--- src/rtl/scf_pkg.sv ---
package scf_pkg;
  localparam int unsigned ADC_BITS   = 8;
  localparam int unsigned SUM_BITS   = 15;
  localparam int unsigned WIDTH_BITS = 7;
  localparam int unsigned IDX_BITS   = 10;
  localparam int unsigned STRIP_CUT_DEFAULT = 6;
  localparam int unsigned CLUS_CUT_DEFAULT  = 12;
endpackage

--- src/rtl/scf_thresh_regs.sv ---
module scf_thresh_regs #(
  parameter int unsigned ADC_W = 8,
  parameter int unsigned SUM_W = 15,
  parameter int unsigned STRIP_DEF = 6,
  parameter int unsigned CLUS_DEF = 12
) (
  input  logic             clk,
  input  logic             rst,
  input  logic             we,
  input  logic [ADC_W-1:0] strip_in,
  input  logic [SUM_W-1:0] clus_in,
  output logic [ADC_W-1:0] strip_cut,
  output logic [SUM_W-1:0] clus_cut
);
  localparam logic [ADC_W-1:0] STRIP_RST = ADC_W'(STRIP_DEF);
  localparam logic [SUM_W-1:0] CLUS_RST  = SUM_W'(CLUS_DEF);

  always_ff @(posedge clk) begin
    if (rst) begin
      strip_cut <= STRIP_RST;
      clus_cut  <= CLUS_RST;
    end else if (we) begin
      strip_cut <= strip_in;
      clus_cut  <= clus_in;
    end
  end
endmodule

--- src/rtl/scf_accum.sv ---
module scf_accum #(
  parameter int unsigned IDX_W = 10,
  parameter int unsigned ADC_W = 8,
  parameter int unsigned SUM_W = 15,
  parameter int unsigned WID_W = 7
) (
  input  logic             clk,
  input  logic             rst,
  input  logic             in_valid,
  input  logic [IDX_W-1:0] in_index,
  input  logic [ADC_W-1:0] in_adc,
  input  logic             in_last,
  input  logic [ADC_W-1:0] strip_cut,
  input  logic [SUM_W-1:0] clus_cut,
  // cluster closed by a low strip or an index gap
  output logic             brk_hit,
  output logic [IDX_W-1:0] brk_first,
  output logic [WID_W-1:0] brk_width,
  output logic [SUM_W-1:0] brk_sum,
  // cluster closed by the end-of-chip strip
  output logic             eoc_hit,
  output logic [IDX_W-1:0] eoc_first,
  output logic [WID_W-1:0] eoc_width,
  output logic [SUM_W-1:0] eoc_sum
);
  localparam logic [WID_W-1:0] WID_MAX = {WID_W{1'b1}};
  localparam logic [SUM_W-1:0] SUM_MAX = {SUM_W{1'b1}};
  localparam logic [WID_W-1:0] WID_ONE = {{(WID_W-1){1'b0}}, 1'b1};
  localparam logic [IDX_W:0]   IDX_ONE = {{IDX_W{1'b0}}, 1'b1};

  logic             open_q;
  logic [IDX_W-1:0] first_q;
  logic [IDX_W-1:0] prev_q;
  logic [WID_W-1:0] width_q;
  logic [SUM_W-1:0] sum_q;

  logic             member;
  logic             contig;
  logic             extend;
  logic [IDX_W:0]   idx_succ;
  logic [SUM_W:0]   sum_wide;
  logic [IDX_W-1:0] nxt_first;
  logic [WID_W-1:0] nxt_width;
  logic [SUM_W-1:0] nxt_sum;

  always_comb begin
    member   = in_adc >= strip_cut;
    idx_succ = {1'b0, prev_q} + IDX_ONE;
    contig   = open_q && (idx_succ == {1'b0, in_index});
    extend   = contig && member;
    sum_wide = {1'b0, sum_q} + {{(SUM_W + 1 - ADC_W){1'b0}}, in_adc};

    if (extend) begin
      nxt_first = first_q;
      nxt_width = (width_q == WID_MAX) ? WID_MAX : width_q + WID_ONE;
      nxt_sum   = sum_wide[SUM_W] ? SUM_MAX : sum_wide[SUM_W-1:0];
    end else begin
      nxt_first = in_index;
      nxt_width = WID_ONE;
      nxt_sum   = {{(SUM_W - ADC_W){1'b0}}, in_adc};
    end

    brk_hit   = in_valid && open_q && !extend && (sum_q >= clus_cut);
    brk_first = first_q;
    brk_width = width_q;
    brk_sum   = sum_q;

    eoc_hit   = in_valid && in_last && member && (nxt_sum >= clus_cut);
    eoc_first = nxt_first;
    eoc_width = nxt_width;
    eoc_sum   = nxt_sum;
  end

  always_ff @(posedge clk) begin
    if (rst) begin
      open_q  <= 1'b0;
      first_q <= '0;
      prev_q  <= '0;
      width_q <= '0;
      sum_q   <= '0;
    end else if (in_valid) begin
      open_q <= member && !in_last;
      if (member) begin
        first_q <= nxt_first;
        prev_q  <= in_index;
        width_q <= nxt_width;
        sum_q   <= nxt_sum;
      end
    end
  end
endmodule

--- src/rtl/scf_out_stage.sv ---
module scf_out_stage #(
  parameter int unsigned IDX_W = 10,
  parameter int unsigned SUM_W = 15,
  parameter int unsigned WID_W = 7
) (
  input  logic             clk,
  input  logic             rst,
  input  logic             brk_hit,
  input  logic [IDX_W-1:0] brk_first,
  input  logic [WID_W-1:0] brk_width,
  input  logic [SUM_W-1:0] brk_sum,
  input  logic             eoc_hit,
  input  logic [IDX_W-1:0] eoc_first,
  input  logic [WID_W-1:0] eoc_width,
  input  logic [SUM_W-1:0] eoc_sum,
  output logic             slot_busy,
  output logic             out_valid,
  output logic [IDX_W-1:0] out_first,
  output logic [WID_W-1:0] out_width,
  output logic [SUM_W-1:0] out_charge
);
  // End-of-chip reports wait one cycle here. A break can never coincide
  // with a waiting report because the marker leaves no cluster open.
  logic [IDX_W-1:0] slot_first;
  logic [WID_W-1:0] slot_width;
  logic [SUM_W-1:0] slot_sum;

  always_ff @(posedge clk) begin
    if (rst) begin
      slot_busy  <= 1'b0;
      slot_first <= '0;
      slot_width <= '0;
      slot_sum   <= '0;
      out_valid  <= 1'b0;
      out_first  <= '0;
      out_width  <= '0;
      out_charge <= '0;
    end else begin
      slot_busy <= eoc_hit;
      if (eoc_hit) begin
        slot_first <= eoc_first;
        slot_width <= eoc_width;
        slot_sum   <= eoc_sum;
      end
      if (brk_hit) begin
        out_valid  <= 1'b1;
        out_first  <= brk_first;
        out_width  <= brk_width;
        out_charge <= brk_sum;
      end else if (slot_busy) begin
        out_valid  <= 1'b1;
        out_first  <= slot_first;
        out_width  <= slot_width;
        out_charge <= slot_sum;
      end else begin
        out_valid  <= 1'b0;
      end
    end
  end
endmodule

--- src/rtl/strip_cluster_finder.sv ---
module strip_cluster_finder
  import scf_pkg::*;
#(
  parameter int unsigned IDX_W = IDX_BITS,
  parameter int unsigned ADC_W = ADC_BITS,
  parameter int unsigned SUM_W = SUM_BITS,
  parameter int unsigned WID_W = WIDTH_BITS,
  parameter int unsigned STRIP_DEF = STRIP_CUT_DEFAULT,
  parameter int unsigned CLUS_DEF = CLUS_CUT_DEFAULT
) (
  input  logic             clk,
  input  logic             rst,
  input  logic             cfg_we,
  input  logic [ADC_W-1:0] cfg_strip_thr,
  input  logic [SUM_W-1:0] cfg_clus_thr,
  input  logic             in_valid,
  input  logic [IDX_W-1:0] in_index,
  input  logic [ADC_W-1:0] in_adc,
  input  logic             in_last,
  output logic             out_valid,
  output logic [IDX_W-1:0] out_first,
  output logic [WID_W-1:0] out_width,
  output logic [SUM_W-1:0] out_charge
);
  logic [ADC_W-1:0] strip_cut;
  logic [SUM_W-1:0] clus_thr;
  logic             brk_hit, eoc_hit, slot_busy;
  logic [IDX_W-1:0] brk_first, eoc_first;
  logic [WID_W-1:0] brk_width, eoc_width;
  logic [SUM_W-1:0] brk_sum, eoc_sum;

  scf_thresh_regs #(
    .ADC_W(ADC_W), .SUM_W(SUM_W), .STRIP_DEF(STRIP_DEF), .CLUS_DEF(CLUS_DEF)
  ) u_cuts (
    .clk(clk), .rst(rst), .we(cfg_we),
    .strip_in(cfg_strip_thr), .clus_in(cfg_clus_thr),
    .strip_cut(strip_cut), .clus_cut(clus_thr)
  );

  scf_accum #(
    .IDX_W(IDX_W), .ADC_W(ADC_W), .SUM_W(SUM_W), .WID_W(WID_W)
  ) u_acc (
    .clk(clk), .rst(rst),
    .in_valid(in_valid), .in_index(in_index), .in_adc(in_adc), .in_last(in_last),
    .strip_cut(strip_cut), .clus_cut(clus_thr),
    .brk_hit(brk_hit), .brk_first(brk_first), .brk_width(brk_width), .brk_sum(brk_sum),
    .eoc_hit(eoc_hit), .eoc_first(eoc_first), .eoc_width(eoc_width), .eoc_sum(eoc_sum)
  );

  scf_out_stage #(
    .IDX_W(IDX_W), .SUM_W(SUM_W), .WID_W(WID_W)
  ) u_out (
    .clk(clk), .rst(rst),
    .brk_hit(brk_hit), .brk_first(brk_first), .brk_width(brk_width), .brk_sum(brk_sum),
    .eoc_hit(eoc_hit), .eoc_first(eoc_first), .eoc_width(eoc_width), .eoc_sum(eoc_sum),
    .slot_busy(slot_busy),
    .out_valid(out_valid), .out_first(out_first), .out_width(out_width),
    .out_charge(out_charge)
  );
endmodule

--- config.mk ---
export PLATFORM = sky130hd
export DESIGN_NAME = strip_cluster_finder
export DESIGN_NICKNAME = d
export VERILOG_FILES = /design/src/rtl/scf_pkg.sv /design/src/rtl/scf_thresh_regs.sv /design/src/rtl/scf_accum.sv /design/src/rtl/scf_out_stage.sv /design/src/rtl/strip_cluster_finder.sv
export SDC_FILE = /design/constraint.sdc
export NUM_CORES = 1
export LEC_CHECK = 0
export ABC_AREA = 1
export BUFFER_PORTS_ARGS = -buffer_cell sky130_fd_sc_hd__buf_4
export CAP_MARGIN = 30
export CORE_AREA = 2 2 119 121
export DETAILED_ROUTE_END_ITERATION = 7
export DIE_AREA = 0 0 121 123
export GPL_TIMING_DRIVEN = 1
export HOLD_SLACK_MARGIN = 0.15
export PLACE_DENSITY = 0.8
export SLEW_MARGIN = 10
export SYNTH_ARGS = -nofsm -noshare
export SYNTH_HDL_FRONTEND = slang
export SYNTH_HIERARCHICAL = 1
export SYNTH_SLANG_ARGS = --single-unit
--- constraint.sdc ---
create_clock -name clk -period 5.25 [get_ports clk]
set_input_delay 1.05 -clock clk [delete_from_list [all_inputs] [get_ports clk]]
set_output_delay 1.05 -clock clk [all_outputs]
set_load 0.02 [all_outputs]
======== After elaboration in Yosys (flattened, before gate mapping) ========
Cells that the tools add are included.
cells by class
  $lt $le $gt $ge ......................... 3
  reduce and logical (&&, ||, !) cells .... 13
  eq/ne operators ......................... 2
  multiplexer cells ....................... 13
  add/subtract/negate cells ............... 3
operator list
  kind                                           number
  two-way mux 15 bit                             4
  >= comparator 15 bit                           2
  two-way mux 10 bit                             3
  two-way mux 7 bit                              4
  adder 15 x 8 -> 16 bit                         1
  adder 10 x 1 -> 11 bit, second input constant  1
  equality test 11 x 10 -> 1 bit                 1
  logical AND 1 bit                              9
  >= comparator 8 bit                            1
  adder 7 x 1 -> 7 bit, second input constant    1
  equality test 7 bit, second input constant     1
  logical NOT 1 bit                              2
  two-way mux 1 bit                              2
  AND reduction 2 bit                            1
  nonzero test 2 bit                             1
storage, ports and cells
  output and inout port bits .............. 33
  register bits ........................... 132
  word-level logic and storage cells ...... 49
  bits of input ports ..................... 46

======== Logic depth before layout (Yosys ltp) ========
  depth after elaboration ................. 8
  depth in mapped cells ................... 27

======== Cells and area by module ========
The synthesis kept the hierarchy.
by module, submodules not included
  module           cells each  times used  sequential area each (µm²)  area each (µm²)
  scf_accum        699         1           860.8                       4346.7
  scf_out_stage    386         1           1321.3                      2721.4
  scf_thresh_regs  139         1           460.4                       937.1

======== Worst setup path before layout ========
OpenSTA, ideal clock, no wires.
  path type ............................... input-to-reg
  from .................................... in in_adc[7]
  to ...................................... reg u_out.slot_first[0]
  required time ........................... 5134 ps
  stages on the path ...................... 22
  setup slack ............................. 1290 ps
  arrival time ............................ 3844 ps
  library setup time ...................... 116 ps
  cells stage by stage .................... ha_1 -> nand2_1 -> nor2_1 -> nand4_1 -> nand3_1 -> clkbuf_1 -> nand4_1 -> nand2_1 -> inv_1 -> ha_1 -> nand2_1 -> o21ai_0 -> nand4_1 -> o211ai_1 -> nand3b_1 -> nand2_1 -> o21ai_0 -> nor2_1 -> inv_1 -> buf_2 -> nor2_1 -> nor2_1
on the way
  cells in the longest elaborated chain, start to end .. 5
  elaborated cells between the ends (all ways) .. 9
  classes of those cells .................. 1 x add/sub; 2 x order compare; 3 x mux; 3 x reduce/logical
ends and longest elaborated chain
  what                                                           line                              RTL
  from (decl)                                                    strip_cluster_finder.sv:18        input logic [ADC_W-1:0] in_adc,
  adder 15 x 8 -> 16 bit or >= comparator 8 bit (tied branches)  scf_accum.sv:51, scf_accum.sv:47
  two-way mux 15 bit or logical AND 1 bit (tied branches)        scf_accum.sv:56, scf_accum.sv:50
  two-way mux 15 bit *                                           scf_accum.sv:53                   if (extend) begin
  named net eoc_sum[2]                                           strip_cluster_finder.sv:30        logic [SUM_W-1:0] brk_sum, eoc_sum;
  >= comparator 15 bit *                                         scf_accum.sv:68                   eoc_hit = in_valid && in_last && member && (nxt_sum >= clus_cut);
  logical AND 1 bit *                                            scf_accum.sv:68
  named net eoc_hit                                              strip_cluster_finder.sv:27        logic brk_hit, eoc_hit, slot_busy;
  to (signal assigned)                                           scf_out_stage.sv:41               slot_first <= eoc_first;
  to (decl)                                                      scf_out_stage.sv:24               logic [IDX_W-1:0] slot_first;
Mark *: on every way through the listed nets, which the timed path passes. The rest lies on a longest branch.
A chain may end at the register's enable or synchronous reset.

======== Final worst setup path ========
  from .................................... in in_adc[6]
  to ...................................... reg u_out.slot_first[7]
Same word-level chain as after synthesis.

==> flow_summary_export.csv <==
group,metric,value,unit
power,power.leakage,4.93,nW
global_route,busiest_layer,"met2",
clock_network,cts.clk_slew.worst_paths,0.06,ns
worst_hold_path,hp-class,"reg2reg",
cells_and_area,multi_input_area,0.00436,sq mm
power,p_per_area,303,mW/mm^2
cells_and_area,antenna_cells,0,
timing,clock_skew,0.00831,ns
worst_setup_path,cp_data_arrival_time,4.64,ns
yosys,synth-async-reset-ratio,0,%
yosys,synth_top_area_share,33.0,%
global_route,grt_use_met3,5.07,%
clock_network,cts_setup_buffers,0,
clock_network,cts_sinks,132,
yosys,synth_seq_area_share,33.0,%
clock_network,numCtsBuffers,17,
yosys,synthTopCellsByArea,"dfxtp_1 (33%), nand2_1 (15%), inv_1 (7.9%)",
cells_and_area,drive_gt1_share,11.9,%
cells_and_area,layout.area.seq,0.00264,sq mm
routing,drt_iter0_drc,757,
place,dpl.hpwl,14.7,mm
timing,fmax,0.233,GHz
yosys,synth.most_common_cell,"nand2_1",
routing,firstDrtPassIters,7,
routing,drc_errors,0,
yosys,synth.cell_area,0.00801,sq mm
job,drv_cap,0,
yosys,ys_types,41,
timing,slew_headroom,42.4,%
yosys,ys_ff_latch,132,
timing,finalMaxSlewViolations,0,
worst_setup_path,critPathRequiredTime,5.60,ns
die,die_x,121,um
routing,ant_nets,0,
worst_setup_path,crit_fanout,32,
timing,rsz0062_at_grt,"false",
timing,tns,0,ns
clock_network,cts_hold_buf,0,
yosys,yosys.area.top_type,"dfxtp_1",
routing,drt-total-wl,20.5,mm
timing,tightest_slew,0.862,ns
global_route,grt_antenna_before_repair,0,
worst_setup_path,critPathCaptureType,"flop",
power,power.total,0.00278,W
yosys,synth_fp_nets,1319,
place,port_buffers,78,
outcome,outcome,"finished, final reports clean",
global_route,grt_util_all_layers,28.3,%
yosys,synth_common_cells,"nand2_1 (325), inv_1 (169), nor2_1 (158)",
timing,setup_viol,0,
global_route,gr-total-overflow,0,
timing,finalHoldViolations,0,
die,dieHeight,123,um
cells_and_area,final_nets,1373,
worst_setup_path,startpoint_type,"primary input",
routing,vias_per_cell,5.36,
routing,num_vias,7891,
cells_and_area,num-fill-cells,1258,
die,core_area,0.0136,sq mm
die,initial_utilization,58.8,%
yosys,synth_edf_count,0,
die,rows,43,
yosys,ys_warn_count,6,
timing,period_share,81.6,%
yosys,syn_avg_cell_area,6.54,sq um
clock_network,cts_root_buf,"clkbuf_16",
yosys,syn_inst,1224,
place,routabilityCongestion,0.914,
global_route,grt_max_degree,54,
clock_network,cts.htree.levels,4,
yosys,synth_ff_type,"dfxtp_1",
clock_network,cts_buffer_depth,2,
clock_network,insertion_delay,0.43,ns
power,peakVddDrop,0.000214,V
routing,wl_per_cell,13.9,um
global_route,grt_pass1_vias,7042,
clock_network,cts_tree,"yes",
timing,period_needed,4.29,ns
cells_and_area,area_growth,14.6,%
global_route,use_met1,35.5,%
timing,whs,0.463,ns
worst_setup_path,crit_type,"in2reg",
die,die_area,0.0149,sq mm
cells_and_area,final_util,67.4,%
die,io_pins,79,
global_route,grt_pass1_wl,33.6,mm
clock_network,cts_resized,0,
global_route,gr-usage-met2,47.6,%
[registers in the layout, summed over array words and instances, names as in the netlist, 8 cells and up]
signal and count:
u_cuts/clus_cut 15, u_out/slot_sum 15, u_acc/brk_first 10, u_acc/brk_sum 15, u_out/slot_first 10, u_cuts/strip_cut 8, u_out/out_first 10, u_acc/prev_q 10
u_out/out_charge 15
[area by class of cell]
cell class	count	area share [%]
Clock buffer	22	5.17
Clock inverter	10	1.58
Sequential cell	132	28.8
Multi-Input combinational cell	863	47.5
Timing Repair Buffer	89	7.29
Inverter	175	7.16
Tap cell	180	2.46
[worst max-delay path: stages]
cell and delay, ns:
buf_4 0.12, ha_1 0.37, nand2_1 0.14, inv_1 0.05, a21oi_1 0.17, nand2_1 0.11
nand2_1 0.07, nand2_1 0.18, inv_1 0.27, nand3_1 0.11, nand3_1 0.09, inv_1 0.07
ha_1 0.30, nand2_1 0.07, nor2_1 0.21, nand4_1 0.10, nor4_1 0.25, o21ai_0 0.14
nor2_1 0.13, buf_4 0.33, o21ai_0 0.15, nor2_1 0.15
[kinds of logic after synthesis]
group	share of synthesized area, %
and+or+nand+nor	36.8
xor gates and xnor gates	0.875
AOI/OAI and AO/OA	9.00
adders and majority gates	7.75
buffers and inverters	12.6
DFF	33.0
[layout by cell type, fill, tap and decap left out, types with 6 or more instances in the layout]
cell type and instances:
xor2_1 6, nand2_1 325, ha_1 48, nor2_1 157, nand3_1 118, dfxtp_1 132, clkbuf_16 17, buf_4 89
inv_1 169, a21oi_1 54, nand4_1 32, nand3_2 8, o21ai_0 71
[report_power, final]
| part | switching [W] | leakage, nW | internal [W] |
|---|---|---|---|
| clock network | 0.000454 | 0.298 | 0.000789 |
| registers | 0.0000559 | 1.08 | 0.00105 |
| logic | 0.000274 | 3.55 | 0.000155 |
| total | 0.000784 | 4.93 | 0.00200 |
[through the flow]
stage / cells / cell area (sq um) / setup slack (ns)
4_1_cts: 1471 / 9170 / 1.03
2_1_floorplan: 1224 / 8010 / 1.29
5_1_grt: 1471 / 9170 / 0.596
3_3_place_gp: 1439 / 8550 / 0.667
6_report: 1471 / 9170 / 0.964
3_5_place_dp: 1439 / 8550 / 0.609
[worst paths after layout]
| kind | start | endpoint | slack [ns] | cells after the start |
|---|---|---|---|---|
| worst max-delay path | in_adc[6] | u_out/slot_first[7] | 0.96 | 22 |
| worst min-delay path | u_cuts/clus_cut[3] | u_cuts/clus_cut[3] | 0.46 | 2 |
| worst max register to register | u_acc/prev_q[1] | u_out/slot_first[7] | 1.22 | 19 |
| worst min register to register | u_cuts/clus_cut[3] | u_cuts/clus_cut[3] | 0.46 | 2 |
[per-layer routing]
metal / part of all wire, % / vias up
met5: 0 / -
met2: 47 / 313
met4: 3.6 / 0
met3: 7.0 / 60
li1: - / 3988
met1: 42 / 3530
Power figures use the tool's default switching activity.
